## config.mk

```make
export PLATFORM = sky130hd
export DESIGN_NAME = wake_pme_ctrl
export DESIGN_NICKNAME = d
export VERILOG_FILES = /design/src/rtl/wake_pme_pkg.sv /design/src/rtl/wake_pg_sync.sv /design/src/rtl/wake_ctrl_regs.sv /design/src/rtl/wake_status_flags.sv /design/src/rtl/wake_out_drive.sv /design/src/rtl/wake_pme_ctrl.sv
export SDC_FILE = /design/constraint.sdc
export NUM_CORES = 1
export LEC_CHECK = 0
export BUFFER_PORTS_ARGS = -buffer_cell sky130_fd_sc_hd__buf_2
export CAP_MARGIN = 40
export CORE_ASPECT_RATIO = 0.8
export CORE_MARGIN = 1.5
export CORE_UTILIZATION = 25
export CTS_CLUSTER_SIZE = 20
export DETAILED_ROUTE_END_ITERATION = 8
export PLACE_DENSITY_LB_ADDON = 0.15
export REMOVE_ABC_BUFFERS = 1
export SLEW_MARGIN = 20
export SYNTH_ARGS = -nofsm -noshare
export SYNTH_HDL_FRONTEND = slang
export SYNTH_SLANG_ARGS = --single-unit
```

## constraint.sdc

```tcl
create_clock -name clk -period 1.1 [get_ports clk]
set_input_delay 0.165 -clock clk [delete_from_list [all_inputs] [get_ports clk]]
set_output_delay 0.165 -clock clk [all_outputs]
set_load 0.005 [all_outputs]
```

## src/rtl/wake_pme_pkg.sv

```systemverilog
package wake_pme_pkg;

    localparam int CTRL_W = 6;
    localparam int NFLAG  = 3;
    localparam int REG_W  = CTRL_W;

    // bit 5 push_pull, 4 gate, 3 pat_mode, 2 lc_mode, 1 pme_ovr, 0 pme_en
    typedef struct packed {
        logic push_pull;
        logic gate;
        logic pat_mode;
        logic lc_mode;
        logic pme_ovr;
        logic pme_en;
    } ctrl_t;

    // bit 2 magic, 1 pat, 0 lc
    typedef struct packed {
        logic magic;
        logic pat;
        logic lc;
    } flags_t;

    typedef struct packed {
        logic oe;
        logic dat;
    } pin_t;

    typedef enum logic [0:0] {
        ADDR_CTRL = 1'b0,
        ADDR_STAT = 1'b1
    } reg_addr_e;

    // Bits that need stop or suspend for writes and survive software reset.
    localparam logic [CTRL_W-1:0] LOCKED_MASK = 6'b110110;
    // Bits cleared by software reset.
    localparam logic [CTRL_W-1:0] SWRST_MASK  = 6'b001001;

    function automatic logic pme_eval(input ctrl_t c, input flags_t f);
        logic forced;
        logic normal;
        forced = c.pme_ovr && (f.magic || f.lc);
        normal = c.pme_en && (|f);
        return forced || normal;
    endfunction

    function automatic pin_t wake_eval(input ctrl_t c, input flags_t f, input logic pg);
        pin_t p;
        if (c.gate && !pg) begin
            p.oe  = 1'b0;
            p.dat = 1'b0;
        end else if (c.push_pull) begin
            p.oe  = 1'b1;
            p.dat = ~(|f);
        end else begin
            p.oe  = |f;
            p.dat = 1'b0;
        end
        return p;
    endfunction

endpackage

```

## src/rtl/wake_pg_sync.sv

```systemverilog
module wake_pg_sync #(
    parameter int STAGES = 2
) (
    input  logic clk,
    input  logic rst,
    input  logic d_i,
    output logic q_o
);
    logic [STAGES-1:0] chain;

    generate
        for (genvar s = 0; s < STAGES; s++) begin : g_stage
            if (s == 0) begin : g_first
                always_ff @(posedge clk) begin
                    if (rst) chain[s] <= 1'b0;
                    else     chain[s] <= d_i;
                end
            end else begin : g_next
                always_ff @(posedge clk) begin
                    if (rst) chain[s] <= 1'b0;
                    else     chain[s] <= chain[s-1];
                end
            end
        end
    endgenerate

    assign q_o = chain[STAGES-1];
endmodule

```

## src/rtl/wake_ctrl_regs.sv

```systemverilog
module wake_ctrl_regs
    import wake_pme_pkg::*;
(
    input  logic              clk,
    input  logic              por_i,
    input  logic              hw_rst_i,
    input  logic              sw_rst_i,
    input  logic              cfg_open_i,
    input  logic              wr_i,
    input  logic [CTRL_W-1:0] wdata_i,
    output ctrl_t             ctrl_o
);
    logic [CTRL_W-1:0] q;

    generate
        for (genvar i = 0; i < CTRL_W; i++) begin : g_bit
            always_ff @(posedge clk) begin
                if (por_i || hw_rst_i) begin
                    q[i] <= 1'b0;
                end else if (sw_rst_i) begin
                    if (SWRST_MASK[i]) q[i] <= 1'b0;
                end else if (wr_i && (!LOCKED_MASK[i] || cfg_open_i)) begin
                    q[i] <= wdata_i[i];
                end
            end
        end
    endgenerate

    assign ctrl_o = ctrl_t'(q);

    // locked bits hold across a write made while closed
    assert_locked_hold_R9: assert property (@(posedge clk) disable iff (por_i || hw_rst_i)
        (wr_i && !cfg_open_i) |=> ((q & LOCKED_MASK) == $past(q & LOCKED_MASK)));

    // hardware reset leaves every control bit clear
    assert_hw_clear_R10: assert property (@(posedge clk) disable iff (por_i)
        hw_rst_i |=> (q == '0));

    // software reset keeps the locked bits
    assert_sw_keep_R10: assert property (@(posedge clk) disable iff (por_i || hw_rst_i)
        sw_rst_i |=> ((q & LOCKED_MASK) == $past(q & LOCKED_MASK)));
endmodule

```

## src/rtl/wake_status_flags.sv

```systemverilog
module wake_status_flags
    import wake_pme_pkg::*;
(
    input  logic             clk,
    input  logic             por_i,
    input  logic [NFLAG-1:0] set_i,
    input  logic [NFLAG-1:0] clr_i,
    output flags_t           flags_o
);
    logic [NFLAG-1:0] f;

    generate
        for (genvar i = 0; i < NFLAG; i++) begin : g_flag
            always_ff @(posedge clk) begin
                if (por_i)         f[i] <= 1'b0;
                else if (set_i[i]) f[i] <= 1'b1;
                else if (clr_i[i]) f[i] <= 1'b0;
            end

            // a set event wins over a clear in the same cycle
            assert_set_wins_R4: assert property (@(posedge clk) disable iff (por_i)
                set_i[i] |=> f[i]);

            // a flag stays set until written with 1
            assert_sticky_R5: assert property (@(posedge clk) disable iff (por_i)
                (f[i] && !clr_i[i]) |=> f[i]);

            // no flag appears without an event
            assert_no_spurious_R1: assert property (@(posedge clk) disable iff (por_i)
                (!f[i] && !set_i[i]) |=> !f[i]);
        end
    endgenerate

    assign flags_o = flags_t'(f);
endmodule

```

## src/rtl/wake_out_drive.sv

```systemverilog
module wake_out_drive
    import wake_pme_pkg::*;
(
    input  ctrl_t  ctrl_i,
    input  flags_t flags_i,
    input  logic   pg_i,
    output logic   pme_o,
    output logic   wake_oe_o,
    output logic   wake_do_o
);
    pin_t pin;

    always_comb begin
        pme_o = pme_eval(ctrl_i, flags_i);
        pin   = wake_eval(ctrl_i, flags_i, pg_i);
    end

    assign wake_oe_o = pin.oe;
    assign wake_do_o = pin.dat;
endmodule

```

## src/rtl/wake_pme_ctrl.sv

```systemverilog
module wake_pme_ctrl
    import wake_pme_pkg::*;
#(
    parameter int PG_SYNC_STAGES = 2
) (
    input  logic             clk,
    input  logic             por_i,
    input  logic             hw_rst_i,
    input  logic             sw_rst_i,
    input  logic             stop_i,
    input  logic             suspend_i,
    input  logic             link_chg_i,
    input  logic             pat_hit_i,
    input  logic             magic_hit_i,
    input  logic             pwr_good_i,
    input  logic             reg_wr_i,
    input  logic             reg_addr_i,
    input  logic [REG_W-1:0] reg_wdata_i,
    output logic [REG_W-1:0] reg_rdata_o,
    output logic             pme_o,
    output logic             wake_oe_o,
    output logic             wake_do_o
);
    ctrl_t            ctrl;
    flags_t           flags;
    logic             pg_s;
    logic             wr_ctrl;
    logic [NFLAG-1:0] flag_set;
    logic [NFLAG-1:0] flag_clr;

    assign wr_ctrl  = reg_wr_i && (reg_addr_e'(reg_addr_i) == ADDR_CTRL);
    assign flag_clr = (reg_wr_i && (reg_addr_e'(reg_addr_i) == ADDR_STAT)) ?
                      reg_wdata_i[NFLAG-1:0] : '0;
    assign flag_set = {magic_hit_i,
                       pat_hit_i  && ctrl.pat_mode,
                       link_chg_i && ctrl.lc_mode};

    wake_pg_sync #(.STAGES(PG_SYNC_STAGES)) u_sync (
        .clk (clk),
        .rst (por_i || hw_rst_i),
        .d_i (pwr_good_i),
        .q_o (pg_s)
    );

    wake_ctrl_regs u_ctrl (
        .clk        (clk),
        .por_i      (por_i),
        .hw_rst_i   (hw_rst_i),
        .sw_rst_i   (sw_rst_i),
        .cfg_open_i (stop_i || suspend_i),
        .wr_i       (wr_ctrl),
        .wdata_i    (reg_wdata_i),
        .ctrl_o     (ctrl)
    );

    wake_status_flags u_flags (
        .clk     (clk),
        .por_i   (por_i),
        .set_i   (flag_set),
        .clr_i   (flag_clr),
        .flags_o (flags)
    );

    wake_out_drive u_out (
        .ctrl_i    (ctrl),
        .flags_i   (flags),
        .pg_i      (pg_s),
        .pme_o     (pme_o),
        .wake_oe_o (wake_oe_o),
        .wake_do_o (wake_do_o)
    );

    always_comb begin
        if (reg_addr_e'(reg_addr_i) == ADDR_CTRL) reg_rdata_o = REG_W'(ctrl);
        else reg_rdata_o = {{(REG_W-NFLAG){1'b0}}, flags};
    end

    // override forces the request on a magic-packet or link flag
    assert_ovr_pme_R6: assert property (@(posedge clk) disable iff (por_i)
        (ctrl.pme_ovr && (flags.magic || flags.lc)) |-> pme_o);

    // no request without any flag
    assert_no_flag_no_pme_R6: assert property (@(posedge clk) disable iff (por_i)
        (flags == '0) |-> !pme_o);

    // gated pin floats while synchronized power-good is low
    assert_gate_hiz_R7: assert property (@(posedge clk) disable iff (por_i)
        (ctrl.gate && !pg_s) |-> !wake_oe_o);

    // open-drain mode never drives high
    assert_od_low_only_R8: assert property (@(posedge clk) disable iff (por_i)
        (!ctrl.push_pull && wake_oe_o) |-> !wake_do_o);
endmodule

```

==> results of run 1 <==
==> cells in the mapped netlist (2+ instances only) <==
cell type / n
nand3_1: 7
nor4_1: 4
nor2b_1: 2
a21boi_1: 4
mux2i_1: 2
a21oi_1: 2
a22oi_1: 2
nor2_1: 6
o21ai_1: 4
dfxtp_1: 11
nand2_1: 2
inv_1: 2
and2_1: 2
mux2_2: 3
==> through the flow <==
| step | hold WS (ns) | instances |
|---|---|---|
| after CTS | 0.07784 | 117 |
| final | 0.08047 | 117 |
| after floorplan | 0.2374 | 59 |
| after global placement | 0.3649 | 110 |
| after global routing | 0.07359 | 117 |
| after detailed placement | 0.3681 | 110 |
==> layout make-up <==
| cell class | instances | area, µm² | share of cell area [%] |
|---|---|---|---|
| well taps | 24 | 30.03 | 3.840 |
| flip-flops and latches | 11 | 234.0 | 29.92 |
| clock buffers | 3 | 22.52 | 2.880 |
| inverters | 2 | 7.507 | 0.9600 |
| multi-input cells | 46 | 306.5 | 39.20 |
| repair buffers | 30 | 176.4 | 22.56 |
| clock inverters | 1 | 5.005 | 0.6400 |
==> flip-flops by register name, summed over array words and instances, names as in the netlist <==
register	flops
u_sync.chain	1
u_flags.flags_o	3
u_ctrl.ctrl_o	6
u_sync.q_o	1
==> worst paths after layout <==
path | depth (start not counted) | from | slack (ns) | endpoint
worst max register to register | 3 | u_flags.flags_o[1] | 0.32 | u_flags.flags_o[1]
worst min-delay path | 2 | hw_rst_i | 0.08 | u_ctrl.ctrl_o[3]
worst min register to register | 1 | u_sync.chain[0] | 0.43 | u_sync.q_o
worst max-delay path | 2 | u_flags.flags_o[0] | -0.16 | wake_do_o
==> routing by layer <==
layer | part of all wire, % | routed length, µm
met2 | 40 | 534
met5 | 0 | 0
met3 | 8.8 | 117
met1 | 51 | 672
met4 | 0 | 0
==> kinds of logic (layout without fill, tap and decap cells) <==
| family | Yosys count | in the layout | share of synthesized area, % |
|---|---|---|---|
| multiplexers | 5 | 5 | 10.24 |
| AO/OA/AOI/OAI | 14 | 14 | 16.43 |
| AND/OR/NAND/NOR | 27 | 27 | 29.05 |
| buffers and inverters | 3 | 36 | 2.381 |
| flip-flops | 11 | 11 | 41.90 |
==> power by group through the flow <==
stage | clock, mW | combinational [mW] | sequential (mW)
6_report | 0.273 | 0.111 | 0.410
5_1_grt | 0.313 | 0.125 | 0.411
4_1_cts | 0.287 | 0.112 | 0.411
3_5_place_dp | 0 | 0.103 | 0.422
3_3_place_gp | 0 | 0.103 | 0.422
2_1_floorplan | 0 | 0.0419 | 0.420
==> repair_timing <==
action / in CTS / in global routing
endpoints found under the hold margin: 0 / 0
endpoints found under the setup margin: 6 / 7
gates resized for setup: 14 / 3
setup buffers: 3 / 0
==> impl_metrics.toml, run 1 <==
[run_status]
outcome = "finished, violations left"
violations = "setup timing"

[worst_setup_path]
crit_path_end_kind = "output pin"
crit_required_ns = 0.94
cp-start-kind = "flip-flop"
path_buf_inv = 1
crit_family = "flip-flops"
path_class = "flip-flop to output pin"
path_cells = "nor4_1, buf_2"
cp_data_arrival_time_ns = 1.09
critPathMaxStageDelay_ns = 0.35
path_max_fanout = 5
slowest_stage = "dfxtp_2"

[min_path]
hold_class = "input pin to flip-flop"

[global_routing]
antenna_found_initial = 0
use_met1_pct = 18.11
grt_start_max_net_pins = 12
gr-total-overflow = 0
met2_usage_pct = 16.63
grt_pass1_wl_mm = 2.145
first_global_vias = 479
busiest_layer = "met1"
globalRouteMet3Util_pct = 7.586
track_usage_pct = 12.87

[pwr]
p_seq_share_pct = 51.6
p_int_mw = 0.5981
power_mw = 0.7951
swShare_pct = 24.77
p_switching_mw = 0.1970
peakVddDrop_mv = 0.7232
power.density_nw_per_um2 = 1017
clkPwrFrac_pct = 34.4
comb_power_share_pct = 14.0
p_leak_nw = 0.3468

[job]
maxCapViolCount = 0

[place]
post-place-ws_ns = 0.006393
dp_hpwl_mm = 1.061
placed_area_um2 = 688.2
place.gp.congestion = 0.7181
port_buffers = 26

[routing]
drt_iter0_drc = 13
drt_first_pass_iters = 4
postRouteWirelength_mm = 1.324
vias_per_cell = 4.658
postRouteAntennaNets = 0
vias = 545
wl_per_cell_um = 11.32
post-route-drc-count = 0

[synth]
synth-edff-count = 0
netlist_area_um2 = 525.5
synth_area_leaders = "dfxtp_1 (42%), nand3_1 (6.7%), mux2_2 (6.4%), a21boi_1 (5.7%), nor4_1 (4.8%)"
synth_cell_types = 21
synth_top_area_cell = "dfxtp_1"
syn_avg_cell_area_um2 = 8.758
synthesis.instances = 60
ys_ff_latch = 11
ys_async_sr_fraction_pct = 0
yosys_warnings = 0
yosys.area.top_type_share_pct = 41.90
synth-seq-area-share_pct = 41.90
dominantRegCellSynth = "dfxtp_1"

[cells_and_area]
layout_commonest_cell = "buf_2"
final_cell_mix = "buf_2 (24), nand3_1 (7), nor2_1 (6)"
final_nets = 112
design_area_um2 = 782.0
insertedDiodeCount = 0
n_fill_cell = 204
post-route-util_pct = 40.58
drive_gt1_share_pct = 52.69
syn_to_final_growth_pct = 48.81

[timing]
min_period_over_period_pct = 114.3
timing.slew.headroom_pct = 78.81
setup_viol = 6
worstMarginPinSlew_ns = 0.3167
hold_viol = 0
rsz0062_at_grt = "true"
fin_tns_setup_ns = -0.5299
max_freq_ghz = 0.7954
fin_ws_ns = -0.1573
skew_ns = 0.001650
drv_slew = 0
post-route-min-period_ns = 1.257

[clocking]
clock-sinks = 11
clock_latency_ns = 0.27
cts_htree_levels = 1
cts_buffer_depth = 2
cts_hold_buf = 0
cts_root_buf = "clkbuf_4"
cts_tree = "done"
numCtsBuffers = 3
clkTransAtPathRegs_ns = 0.07

[floorplanning]
die_h_um = 44.01
ios = 27
core_area_um2 = 1927
rows = 14
die_area_um2 = 2388
die_x_um = 54.26
start_util_pct = 27.27
No activity file was read; power rests on OpenSTA's default activity.
==> inputs of run 2 (changes only) <==
--- a/config.mk
+++ b/config.mk
@@ -7,13 +7,13 @@
 export LEC_CHECK = 0
 export BUFFER_PORTS_ARGS = -buffer_cell sky130_fd_sc_hd__buf_2
 export CAP_MARGIN = 40
-export CORE_ASPECT_RATIO = 0.8
-export CORE_MARGIN = 1.5
-export CORE_UTILIZATION = 25
+export CORE_AREA = 2 2 39 41
 export CTS_CLUSTER_SIZE = 20
 export DETAILED_ROUTE_END_ITERATION = 8
+export DIE_AREA = 0 0 41 43
 export PLACE_DENSITY_LB_ADDON = 0.15
 export REMOVE_ABC_BUFFERS = 1
+export SKIP_LAST_GASP = 1
 export SLEW_MARGIN = 20
 export SYNTH_ARGS = -nofsm -noshare
 export SYNTH_HDL_FRONTEND = slang
==> run 2 against run 1 <==
Net effect:
- the flow still finishes with violations (setup timing)
- first-iteration DRC count shrank 77%
- sequential power about the same
- total power rose by 0.75%
- via count grew 2.8%
- setup slack worse by 0.011 ns
- clock skew up 0.00086 ns
==> impl_metrics.toml, run 2 (synthesized netlist as in run 1, its figures left out) <==
[floorplanning]
die_x_um = 41
rows = 14
core_area_um2 = 1384
ios = 27
start_util_pct = 37.97
die_h_um = 43
die_area_um2 = 1763

[cells_and_area]
final_cell_mix = "buf_2 (24), nand3_1 (7), o21ai_1 (5), nor2_1 (5)"
largest_reg_flops = 6
drive_gt1_share_pct = 52.69
layout_commonest_cell = "buf_2"
design_area_um2 = 784.5
post-route-util_pct = 56.69
insertedDiodeCount = 0
final_nets = 112
syn_to_final_growth_pct = 49.29

[worst_setup_path]
crit_path_end_kind = "output pin"
cp_data_arrival_time_ns = 1.10
path_max_fanout = 4
crit_required_ns = 0.94
cp-start-kind = "flip-flop"
r2r_start = "u_flags.flags_o[1]"
crit_start = "u_ctrl.ctrl_o[5]"
path_class = "flip-flop to output pin"

[timing]
drv_slew = 0
rsz0062_at_grt = "true"
max_freq_ghz = 0.7887
fin_ws_ns = -0.1679
hold_viol = 0
min_period_over_period_pct = 115.3
post-route-min-period_ns = 1.268
skew_ns = 0.002506
fin_tns_setup_ns = -0.5391
timing.slew.headroom_pct = 77.91
worstMarginPinSlew_ns = 0.3302
setup_viol = 7

[pwr]
peakVddDrop_mv = 0.5310
p_leak_nw = 0.3457
power.density_nw_per_um2 = 1021

[clocking]
cts_htree_levels = 1
cts_root_buf = "clkbuf_4"
clkTransAtPathRegs_ns = 0.07
clock-sinks = 11
numCtsBuffers = 3
cts_tree = "done"
cts_buffer_depth = 2
clock_latency_ns = 0.26

[run_status]
outcome = "finished, violations left"
violations = "setup timing"

[routing]
drt_first_pass_iters = 4
vias_per_cell = 5.138
drt_iter0_drc = 3
wl_per_cell_um = 12.56
vias = 560
post-route-drc-count = 0
postRouteAntennaNets = 0
postRouteWirelength_mm = 1.369

[global_routing]
first_global_vias = 516
antenna_found_initial = 0
gr-total-overflow = 0
grt_pass1_wl_mm = 2.152
grt_start_max_net_pins = 8
track_usage_pct = 18.65

[place]
place.gp.congestion = 0.8032
dp_hpwl_mm = 1.024
placed_area_um2 = 685.7
port_buffers = 26

[job]
maxCapViolCount = 0

[min_path]
min_from = "hw_rst_i"
hold_class = "input pin to flip-flop"
==> run 2: changes by cell type in the layout (fill, tap and decap cells not counted) <==
cell,previous run,this run
dfxtp_4,2,3
dfxtp_2,5,4
nor4_4,0,1
clkinv_2,1,0
clkbuf_1,0,1
nor2_1,6,5
nor4_2,1,0
nor2_2,0,1
==> run 2: area by class of cell <==
class | count | area [µm²]
fill | 127 | 599.3
multi-input combinational | 46 | 317.8
sequential | 11 | 236.5
timing repair buffer | 30 | 176.4
clock buffer | 4 | 26.28
tap | 16 | 20.02
inverter | 2 | 7.507
==> run 2: worst paths after layout <==
check | end | slack (ns) | cells after the start
setup reg to reg | u_flags.flags_o[1] | 0.32 | 3
setup / recovery | wake_do_o | -0.17 | 3
hold / removal | u_ctrl.ctrl_o[0] | 0.09 | 2
hold reg to reg | u_sync.q_o | 0.43 | 1
==> run 2: routing by layer <==
metal,global-route usage [%],vias up,wire [µm]
met2,29.38,16,688
met3,6.283,2,72
li1,-,286,-
met5,0,-,0
met1,21.82,256,599
met4,8.000,0,10
==> run 2: per-stage QoR <==
stage / std cells / worst slack (ns) / total power, mW / hold slack, ns
after floorplan: 59 / 0.2492 / 0.4615 / 0.2374
after global placement: 103 / 0.04722 / 0.5256 / 0.3645
after detailed placement: 103 / 0.03376 / 0.5259 / 0.3662
after CTS: 108 / -0.1451 / 0.8127 / 0.07704
after global routing: 109 / -0.2527 / 0.8523 / 0.08693
final: 109 / -0.1679 / 0.8011 / 0.08797
==> run 2: power by group <==
part | leakage, nW | internal (mW) | switching [mW]
Clock | 0.0150 | 0.140 | 0.136
Sequential | 0.0934 | 0.401 | 0.00912
Combinational | 0.237 | 0.0647 | 0.0505
==> run 2: worst max-delay path, cell delays in order, from the launching register on <==
cell,delay (ns)
dfxtp_4,0.37
o21ai_1,0.07
nor4_1,0.24
buf_2,0.16
==> run 2: repair_timing <==
action	in CTS	in global routing
hold buffers	0	0
buffers inserted	1	1
gates resized for setup	13	7
endpoints found under the setup margin	6	9
pin swaps	0	4
==> inputs of run 3 (changes only) <==
==> constraint.sdc (replaced) <==
create_clock -name clk -period 1.37 [get_ports clk]
set_input_delay 0.2055 -clock clk [delete_from_list [all_inputs] [get_ports clk]]
set_output_delay 0.2055 -clock clk [all_outputs]
set_load 0.005 [all_outputs]
==> run 3 against run 2 <==
Net effect:
- the flow now finishes without violations
- design area is 11% lower
- first-iteration DRC count increased by 100%
- global-route usage fell by 3.2 points
- sequential share of layout area is 1.5 points higher
- total power decreased by 22%
- clock power down 22%
- worst hold slack better by 0.046 ns
- routed wire length shrank 11%
- setup slack improved by 0.24 ns
- non-clock buffer count decreased by 4
- critical endpoint is now wake_oe_o
- sequential cell count is the same
- sequential power is 19% lower
==> impl_metrics.toml, run 3 (synthesized netlist as in run 1, its figures left out) <==
[min_path]
whs_endpoint = "u_ctrl.ctrl_o[0]"
min_from = "hw_rst_i"
hold_class = "input pin to flip-flop"
holdPathStages = 2

[clocking]
cts_setup_buffers = 0
clkTransAtPathRegs_ns = 0.07
clock_latency_ns = 0.26
cts_buffer_depth = 2
clock-sinks = 11
cts_root_buf = "clkbuf_4"
cts_htree_levels = 1
numCtsBuffers = 3
cts_tree = "done"
ctsResizeCount = 0
cts_hold_buf = 0

[pwr]
power.density_nw_per_um2 = 897.3
p_leak_nw = 0.3097
peakVddDrop_mv = 0.4091

[routing]
post-route-drc-count = 0
highest_layer = "met4"
drt_first_pass_iters = 4
postRouteWirelength_mm = 1.217
drt_iter0_drc = 6
wl_met2_um = 559
met3WireLength_um = 73
postRouteAntennaNets = 0
m1WireLength_um = 573
vias_per_cell = 5.057
wl_per_cell_um = 11.59
vias = 531

[cells_and_area]
insertedDiodeCount = 0
final_nets = 108
drive_gt1_share_pct = 39.33
final_cells = 105
syn_to_final_growth_pct = 32.62
layout_commonest_cell = "buf_2"
final_cell_mix = "buf_2 (26), dfxtp_1 (11), nand3_1 (7)"
largest_reg_flops = 6

[worst_setup_path]
crit_path_end_kind = "output pin"
path_max_fanout = 5
r2r.worst_path.cells = 2
crit_required_ns = 1.16
path_class = "flip-flop to output pin"
slowest_stage = "dfxtp_1"
critPathMaxStageDelay_ns = 0.34
cp-start-kind = "flip-flop"
path_cells = "nor4_1, a21oi_1, buf_2"
r2r_start = "u_ctrl.ctrl_o[3]"
r2r_slack_ns = 0.59
r2r-end = "u_ctrl.ctrl_o[3]"
cp_data_arrival_time_ns = 1.10
crit_start = "u_flags.flags_o[0]"

[timing]
min_period_over_period_pct = 95.04
max_freq_ghz = 0.7680
setup_viol = 0
drv_slew = 0
hold_viol = 0
rsz0062_at_grt = "false"
post-route-min-period_ns = 1.302
timing.slew.headroom_pct = 77.44
worstMarginPinSlew_ns = 0.3372
fin_tns_setup_ns = 0
skew_ns = 0.002003

[run_status]
outcome = "completed"

[job]
maxCapViolCount = 0

[floorplanning]
die_area_um2 = 1763
die_x_um = 41
ios = 27
start_util_pct = 37.97
rows = 14
core_area_um2 = 1384
die_h_um = 43

[global_routing]
grt_start_max_net_pins = 13
antenna_found_initial = 0
gr-total-overflow = 0
grt_pass1_wl_mm = 1.842
first_global_vias = 448
track_usage_pct = 15.44

[place]
dp.cells = 101
port_buffers = 26
dp_hpwl_um = 929.3
place.gp.congestion = 0.6811
==> run 3: layer usage <==
layer	GRT usage, %	vias to the layer above
li1	-	276
met1	19.61	237
met2	23.44	16
met3	3.141	2
met4	8.000	0
met5	0	-
==> run 3: worst max-delay path by stage <==
| stage | to | slack (ns) | cells past startpoint |
|---|---|---|---|
| final | wake_oe_o | 0.07 | 3 |
| after global routing | wake_oe_o | 0.01 | 3 |
| after CTS | wake_oe_o | 0.06 | 3 |
| after detailed placement | u_ctrl.ctrl_o[2] | 0.22 | 4 |
| after global placement | u_ctrl.ctrl_o[2] | 0.22 | 4 |
| after floorplan | u_ctrl.ctrl_o[1] | 0.48 | 3 |
==> run 3: final cells by class <==
cell class                      instances  area, µm²
Tap cell                               16      20.02
Fill cell                             160      686.9
Sequential cell                        11      220.2
Inverter                                2      7.507
Multi-Input combinational cell         46      292.8
Timing Repair Buffer                   26      130.1
Clock buffer                            4      26.28
==> run 3: critical path, delay by kind of cell, from the launching register on <==
family / cells / cell delay (ns)
buffers and inverters: 1 / 0.13
DFF: 1 / 0.34
and+or+nand+nor: 1 / 0.30
AOI/OAI and AO/OA: 1 / 0.06
==> run 3: stage by stage <==
step / utilization [%] / power (mW) / setup slack, ns / cell area [µm²] / hold slack, ns
CTS: 50.36 / 0.6323 / 0.05800 / 696.9 / 0.1272
floorplan: - / 0.3706 / 0.4787 / 520.5 / 0.2779
global route: 50.36 / 0.6522 / 0.01018 / 696.9 / 0.1356
global placement: 48.46 / 0.4170 / 0.2215 / 670.6 / 0.4047
finish: 50.36 / 0.6253 / 0.06792 / 696.9 / 0.1344
detailed placement: 48.46 / 0.4176 / 0.2215 / 670.6 / 0.4074
==> run 3: where the power goes <==
group | total [mW] | switching (mW) | internal, mW
clock network | 0.215 | 0.102 | 0.112
registers | 0.331 | 0.00525 | 0.326
logic | 0.0794 | 0.0384 | 0.0410
total | 0.625 | 0.146 | 0.479
